## config.mk

```make
export PLATFORM = sky130hd
export DESIGN_NAME = hop_retx_buf
export DESIGN_NICKNAME = d
export VERILOG_FILES = /design/src/rtl/hop_retx_pkg.sv /design/src/rtl/hop_rst_sync.sv /design/src/rtl/hop_parity.sv /design/src/rtl/hop_tx.sv /design/src/rtl/hop_rx.sv /design/src/rtl/hop_retx_buf.sv
export SDC_FILE = /design/constraint.sdc
export NUM_CORES = 1
export LEC_CHECK = 0
export BUFFER_PORTS_ARGS = -buffer_cell sky130_fd_sc_hd__buf_2
export CORE_MARGIN = 4
export CORE_UTILIZATION = 39
export CTS_CLUSTER_DIAMETER = 100
export CTS_CLUSTER_SIZE = 24
export DETAILED_ROUTE_END_ITERATION = 10
export GPL_ROUTABILITY_DRIVEN = 0
export PLACE_DENSITY = 0.79
export SETUP_SLACK_MARGIN = 0.2
export SYNTH_ARGS = -nofsm -noshare
export SYNTH_HDL_FRONTEND = slang
export SYNTH_SLANG_ARGS = --single-unit
```

## constraint.sdc

```tcl
create_clock -name clk -period 3.95 [get_ports clk]
set_input_delay 0.5925 -clock clk [delete_from_list [all_inputs] [get_ports clk]]
set_output_delay 0.5925 -clock clk [all_outputs]
set_load 0.01 [all_outputs]
```

## src/rtl/hop_retx_pkg.sv

```systemverilog
package hop_retx_pkg;
  typedef enum logic [1:0] {
    TX_IDLE  = 2'd0,
    TX_SEND  = 2'd1,
    TX_WAIT  = 2'd2,
    TX_FAULT = 2'd3
  } tx_state_e;
endpackage

```

## src/rtl/hop_rst_sync.sv

```systemverilog
module hop_rst_sync #(
  parameter int STAGES = 2
) (
  input  logic clk,
  input  logic rst_n,
  output logic rst_n_sync
);
  logic [STAGES-1:0] sync_q;

  always_ff @(posedge clk or negedge rst_n) begin
    if (!rst_n) sync_q <= '0;
    else        sync_q <= {sync_q[STAGES-2:0], 1'b1};
  end

  assign rst_n_sync = sync_q[STAGES-1];
endmodule

```

## src/rtl/hop_parity.sv

```systemverilog
module hop_parity #(
  parameter int W = 64
) (
  input  logic [W-1:0] bits,
  output logic         odd
);
  assign odd = ^bits;
endmodule

```

## src/rtl/hop_tx.sv

```systemverilog
module hop_tx
  import hop_retx_pkg::*;
#(
  parameter int W  = 64,
  parameter int RW = 4
) (
  input  logic          clk,
  input  logic          rst_n,
  input  logic [RW-1:0] retry_limit,
  input  logic          in_valid,
  output logic          in_ready,
  input  logic [W-1:0]  in_data,
  input  logic          rsp_valid,
  input  logic          rsp_nack,
  output logic          link_valid,
  output logic [W-1:0]  link_data,
  output logic          link_par,
  output logic          fault
);
  tx_state_e     state_q, state_d;
  logic [RW-1:0] cnt_q, cnt_d;
  logic [W-1:0]  hold_q;
  logic          hold_par_q;
  logic          cap_en;
  logic          cnt_en;
  logic          in_par;

  hop_parity #(.W(W)) u_gen (.bits(in_data), .odd(in_par));

  always_comb begin
    state_d = state_q;
    cnt_d   = cnt_q;
    cap_en  = 1'b0;
    cnt_en  = 1'b0;
    case (state_q)
      TX_IDLE: begin
        if (in_valid) begin
          cap_en  = 1'b1;
          cnt_en  = 1'b1;
          cnt_d   = '0;
          state_d = TX_SEND;
        end
      end
      TX_SEND: state_d = TX_WAIT;
      TX_WAIT: begin
        if (rsp_valid) begin
          if (!rsp_nack) begin
            state_d = TX_IDLE;
          end else if (cnt_q == retry_limit) begin
            state_d = TX_FAULT;
          end else begin
            cnt_en  = 1'b1;
            cnt_d   = cnt_q + 1'b1;
            state_d = TX_SEND;
          end
        end
      end
      default: state_d = TX_FAULT;
    endcase
  end

  always_ff @(posedge clk or negedge rst_n) begin
    if (!rst_n) begin
      state_q    <= TX_IDLE;
      cnt_q      <= '0;
      hold_q     <= '0;
      hold_par_q <= 1'b0;
    end else begin
      state_q <= state_d;
      if (cnt_en) cnt_q <= cnt_d;
      if (cap_en) begin
        hold_q     <= in_data;
        hold_par_q <= in_par;
      end
    end
  end

  assign in_ready   = (state_q == TX_IDLE);
  assign link_valid = (state_q == TX_SEND);
  assign link_data  = hold_q;
  assign link_par   = hold_par_q;
  assign fault      = (state_q == TX_FAULT);
endmodule

```

## src/rtl/hop_rx.sv

```systemverilog
module hop_rx #(
  parameter int W = 64
) (
  input  logic         clk,
  input  logic         rst_n,
  input  logic         rx_valid,
  input  logic [W-1:0] rx_data,
  input  logic         rx_par,
  output logic         rsp_valid,
  output logic         rsp_nack,
  output logic         out_valid,
  output logic [W-1:0] out_data
);
  logic         bad;
  logic         rsp_valid_d, rsp_nack_d, out_valid_d;
  logic [W-1:0] out_data_q;

  hop_parity #(.W(W+1)) u_chk (.bits({rx_data, rx_par}), .odd(bad));

  always_comb begin
    rsp_valid_d = rx_valid;
    rsp_nack_d  = rx_valid & bad;
    out_valid_d = rx_valid & ~bad;
  end

  always_ff @(posedge clk or negedge rst_n) begin
    if (!rst_n) begin
      rsp_valid  <= 1'b0;
      rsp_nack   <= 1'b0;
      out_valid  <= 1'b0;
      out_data_q <= '0;
    end else begin
      rsp_valid <= rsp_valid_d;
      rsp_nack  <= rsp_nack_d;
      out_valid <= out_valid_d;
      if (out_valid_d) out_data_q <= rx_data;
    end
  end

  assign out_data = out_data_q;
endmodule

```

## src/rtl/hop_retx_buf.sv

```systemverilog
module hop_retx_buf #(
  parameter int W  = 64,
  parameter int RW = 4
) (
  input  logic          clk,
  input  logic          rst_n,
  input  logic [RW-1:0] retry_limit,
  input  logic          in_valid,
  output logic          in_ready,
  input  logic [W-1:0]  in_data,
  output logic          link_valid,
  output logic [W-1:0]  link_data,
  output logic          link_par,
  input  logic          rsp_in_valid,
  input  logic          rsp_in_nack,
  output logic          fault,
  input  logic          rx_valid,
  input  logic [W-1:0]  rx_data,
  input  logic          rx_par,
  output logic          rsp_valid,
  output logic          rsp_nack,
  output logic          out_valid,
  output logic [W-1:0]  out_data
);
  logic rst_n_int;

  hop_rst_sync #(.STAGES(2)) u_rst (
    .clk(clk), .rst_n(rst_n), .rst_n_sync(rst_n_int)
  );

  hop_tx #(.W(W), .RW(RW)) u_tx (
    .clk(clk), .rst_n(rst_n_int), .retry_limit(retry_limit),
    .in_valid(in_valid), .in_ready(in_ready), .in_data(in_data),
    .rsp_valid(rsp_in_valid), .rsp_nack(rsp_in_nack),
    .link_valid(link_valid), .link_data(link_data), .link_par(link_par),
    .fault(fault)
  );

  hop_rx #(.W(W)) u_rx (
    .clk(clk), .rst_n(rst_n_int),
    .rx_valid(rx_valid), .rx_data(rx_data), .rx_par(rx_par),
    .rsp_valid(rsp_valid), .rsp_nack(rsp_nack),
    .out_valid(out_valid), .out_data(out_data)
  );
endmodule

```

* After elaboration in Yosys (flattened, before gate mapping)
Cells that the tools add are included.
** Operators by class
- $lt $le $gt $ge :: 0
- Equality and inequality tests :: 8
- Bitwise operators :: 3
- Add/sub/neg operators :: 1
- $mul :: 0
- Muxes and demuxes :: 16
- Reductions and logical operators :: 6
- Shifts and indexed selects :: 0
- Divide/modulo/power cells :: 0
** Operator list (number)
- 65-bit XOR reduction :: 1
- 64-bit XOR reduction :: 1
- 4-bit two-way mux :: 4
- 2-bit two-way mux :: 4
- 2-bit != test (second input constant) :: 4
- 4-bit case mux with 2 select lines :: 1
- 2-bit case mux with 3 select lines :: 1
- 6-bit AND reduction :: 1
- 1-bit two-way mux :: 5
- 4-bit by 1-bit adder with 4-bit output (second input constant) :: 1
- 2-bit equality test (second input constant) :: 2
- 4-bit equality test :: 1
- 1-bit bitwise AND :: 2
- 2-bit by 1-bit equality test with 1-bit output (second input constant) :: 1
- 2-bit logical NOT :: 1
- 1-bit case mux with 2 select lines :: 1
- 2-bit AND reduction :: 1
- 2-bit nonzero test :: 1
- 1-bit NOT :: 1
** Word-level totals
- Input bits :: 139
- Bits in latches :: 0
- Flip-flop bits (word level) :: 140
- ROM bits :: 0
- RAM bits :: 0
- Logic and storage cells :: 43
- Memories :: 0
- Output and inout bits :: 135

* Longest topological paths before layout
- Depth in word-level cells :: 6
- Gate-level depth with buffers :: 10
- Depth with buffers taken out :: 8

* Modules after synthesis
A second synthesis with hierarchy kept.
** Unflattened totals
- Cell total of the unflattened synthesis :: 579
- Area, all modules :: 6670.1 um^2
** Modules (own cells, without submodules)
- hop_tx :: instances 1, area each 2770.2 um^2, seq. area each 1776.7 um^2, cells each 310
- hop_rx :: instances 1, area each 2728.9 um^2, seq. area each 1676.6 um^2, cells each 140
- hop_parity at u_rx.u_chk :: instances 1, area each 565.5 um^2, seq. area each 0.0 um^2, cells each 63
- hop_parity at u_tx.u_gen :: instances 1, area each 551.8 um^2, seq. area each 0.0 um^2, cells each 63
- hop_rst_sync :: instances 1, area each 53.8 um^2, seq. area each 50.0 um^2, cells each 3

* Worst setup path after synthesis
Ideal clock, no wire load.
- Path type :: input port to flip-flop
- From :: in rx_data[50]
- To :: reg u_rx.out_data_q[14], in the netlist u_rx.out_data[14]
- Path slack :: 1.357 ns
- Library setup time :: 0.125 ns
- Stages :: 10
- Path buffers :: 2
- Data required time :: 3.825 ns
- Arrival :: 2.468 ns
- Cells stage by stage :: xor2_1 -> xnor2_1 -> xnor2_1 -> xnor2_1 -> xnor3_1 -> xnor2_1 -> nand2_1 -> buf_6 -> buf_6 -> mux2_4
** Between the ends
- Longest elaborated chain between the ends :: 3
** Ends and longest elaborated chain
- start, declared :: line hop_retx_buf.sv:18 : input logic [W-1:0] rx_data,
- 65-bit XOR reduction :: line hop_parity.sv:7 : assign odd = ^bits;
- 1-bit NOT :: line hop_rx.sv:23 : out_valid_d = rx_valid & ~bad;
- 1-bit bitwise AND :: line hop_rx.sv:23
- end signal, assigned :: line hop_rx.sv:36 : if (out_valid_d) out_data_q <= rx_data;
- end, declared :: line hop_rx.sv:16 : logic [W-1:0] out_data_q;
Every way passes these cells.
A chain may end at the register's enable or synchronous reset.

* Worst setup path after layout
- From :: in rx_data[30]
- To :: reg u_rx.out_data_q[28], in the netlist u_rx.out_data[28]
Same word-level chain as after synthesis.

==> reports/metrics.csv <==
metric,value,unit
outcome,"complete, no violations",
Yosys top cell area share,53.42,%
area post-placement,0.008195,mm²
"most common cell after layout, fill and taps aside",buf_2,
setup TNS,0,ps
Initial Utilization,39.68,%
clock slew at reported path FFs,60,ps
CTS Sinks,140,
Power Density,983.7,mW/mm²
switch share,33.51,%
Die Y,137.7,µm
non-filler cells in the finished layout,963,
post-synth top area cell,dfrtp_1,
final hold viol count,0,
# port buffers,273,
CP endpoint kind,flop,
slew margin rel.,41.58,%
Post-Place Cells,929,
sequential power share,30.1,%
critical path peak fanout,23,
Max Clock Freq,0.3574,GHz
P_int,5.766,mW
reported net switching power,2.906,mW
Tcrit/Tclk final,70.83,%
drt drc,0,
CTS H-tree lvls,4,
Logic pwr share,50.9,%
synthesized net count,585,
Wirelength per Cell,16.20,µm
Post-synth ARST share,100.0,%
vias after detailed routing,4441,
"Req. time, crit path",4250,ps
largest net degree at the start of global routing,79,
first-pass GRT wire length,23.79,mm
row count,47,
Final setup viols,0,
die width,137.7,µm
worst skew pair latency,410,ps
Worst Setup Start Kind,primary input,
Setup CP Type,primary input to flop,
fin nets,869,
vias in the first global route,4781,
Mapped Cells,445,
die area,0.01895,mm²
CTS tree,yes,
max-cap check violation count,0,
top_reg_cell synth,dfrtp_1,
clk_skew,10.06,ps
Pre-antenna DRT Iters,4,
Global Route Usage Sum,16.30,%
Mean Syn Cell Area,14.74,µm²
initial antenna violation count,0,
Vias/cell,4.612,
count of cell types in the netlist,24,
final wirelength,15.60,mm
post-synthesis register bit count,140,
Layout area overhead,34.44,%
CTS buffer count,17,
core area,0.01652,mm²
Clk Tree Root Cell,clkbuf_16,
Static Leak,4.282,nW
fraction of layout cells with a size suffix above 1,59.43,%
grt total ovfl,0,
"Data arrival, critical path",3100,ps
Synth area leaders,"dfrtp_1 53%, xnor2_1 15%, mux2_2 14%",
Post-synth EDFFs,0,
post-cts repair resize count,0,
final instance area,0.008816,mm²
antenna-violating nets left,0,
I/O pins,274,
RSZ-0062 raised after global routing,false,
sequential share of the synthesized area,53.42,%
Worst Hold Class,primary input to flop,
detailed placement HPWL,12.14,mm
Max VDD drop,0.0009475,V
Worst Tran Pin Value,864.1,ps
Synth Cell Area,0.006558,mm²
Max Root-Sink Buffers,2,
most frequent cells in the layout,"273 x buf_2, 139 x dfrtp_1, 109 x xnor2_1, 80 x mux2_2, 49 x mux2_4",
final max-slew violation count,0,
first-iteration detailed-routing DRC count,82,
Clock power frac,19.0,%
"Min Clock Period, post-route",2798,ps
Ys Warns,0,
[synth_stat cells, types with 2 or more instances]
master / n
nor2_1: 6
buf_6: 6
xnor2_1: 109
mux2_4: 49
mux2_2: 80
clkbuf_1: 8
inv_1: 2
a21oi_1: 2
xor2_1: 22
nand2_1: 8
dfrtp_1: 140
[final timing paths]
path | from | endpoint | slack, ps | depth (start not counted)
setup / recovery | rx_data[30] | u_rx.out_data[28] | 1150 | 10
max in group asynchronous | u_rst.sync_q[1] | u_tx.link_data[48] | 2630 | 1
min in group asynchronous | u_rst.sync_q[1] | u_rx.out_data[33] | 420 | 0
hold / removal | rx_valid | u_rx.rsp_valid | 340 | 1
setup reg to reg | u_tx.cnt_q[0] | u_tx.cnt_q[3] | 1990 | 6
hold reg to reg | u_rst.sync_q[0] | u_rst.sync_q[1] | 360 | 0
[power groups by stage]
stage / Sequential, mW / Clock [mW] / Combinational (mW)
2_1_floorplan: 2.90 / 0 / 2.94
4_1_cts: 2.62 / 1.69 / 4.48
5_1_grt: 2.70 / 1.76 / 4.73
3_3_place_gp: 2.61 / 0 / 4.36
6_report: 2.61 / 1.65 / 4.41
3_5_place_dp: 2.62 / 0 / 4.49
[worst max-delay path, stage by stage]
cell     delay (ps)
buf_2           110
xor2_1          160
xnor2_1         260
xnor2_1         130
xnor2_1         300
xnor3_1         390
xnor2_1         310
nand2_4         270
buf_12          260
mux2_4          300
[flip-flops by register name, summed over array words and instances, names as in the netlist]
name,cells
u_tx.link_data,64
u_tx.state_q,2
u_rx.out_data,64
u_rst.sync_q,2
u_rx.rsp_nack,1
u_tx.cnt_q,4
u_rx.rsp_valid,1
u_rx.out_valid,1
u_tx.link_par,1
[per-layer routing]
| layer | up-vias | GRT usage, % | share of wire (%) |
|---|---|---|---|
| li1 | 2064 | - | - |
| met1 | 2135 | 18.56 | 40 |
| met2 | 221 | 27.03 | 47 |
| met3 | 21 | 7.159 | 12 |
| met4 | 0 | 6.153 | 1.9 |
| met5 | - | 0 | 0 |
[cell families after synthesis]
family                   after synthesis  share of synthesized area, %
AND/OR/NAND/NOR                       21                         1.527
AO/OA/AOI/OAI                          4                        0.3244
XOR/XNOR                             132                         17.84
flip-flops                           140                         53.42
buffers and inverters                 17                         1.679
adder cells (fa/ha/maj)                1                        0.1908
other                                  1                       0.05719
multiplexers                         129                         24.96
[cell type report]
cell class | count | area [µm²]
clock buffers | 20 | 446.7
multi-input cells | 288 | 2957
fillers | 1411 | 7709
diodes | 1 | 2.502
repair buffers | 280 | 1459
clock inverters | 12 | 161.4
flip-flops and latches | 140 | 3507
inverters | 2 | 7.507
well taps | 220 | 275.3
[metrics by stage]
step                      util (%)  hold slack (ps)  power, mW  setup slack (ps)
after global routing         53.34            331.6      9.185             962.5
after CTS                    53.34            330.9      8.786              1070
after global placement       49.59            340.4      6.967             652.3
after detailed placement     49.59            341.7      7.109             635.9
final                        53.35            341.3      8.672              1152
after floorplan                  -            296.9      5.847              1357
[timing repair]
action	in CTS	in global routing
hold buffers	1	0
setup endpoints to repair	0	0
setup buffers	0	0
hold endpoints to repair	2	0
No activity file was read; power rests on OpenSTA's default activity.
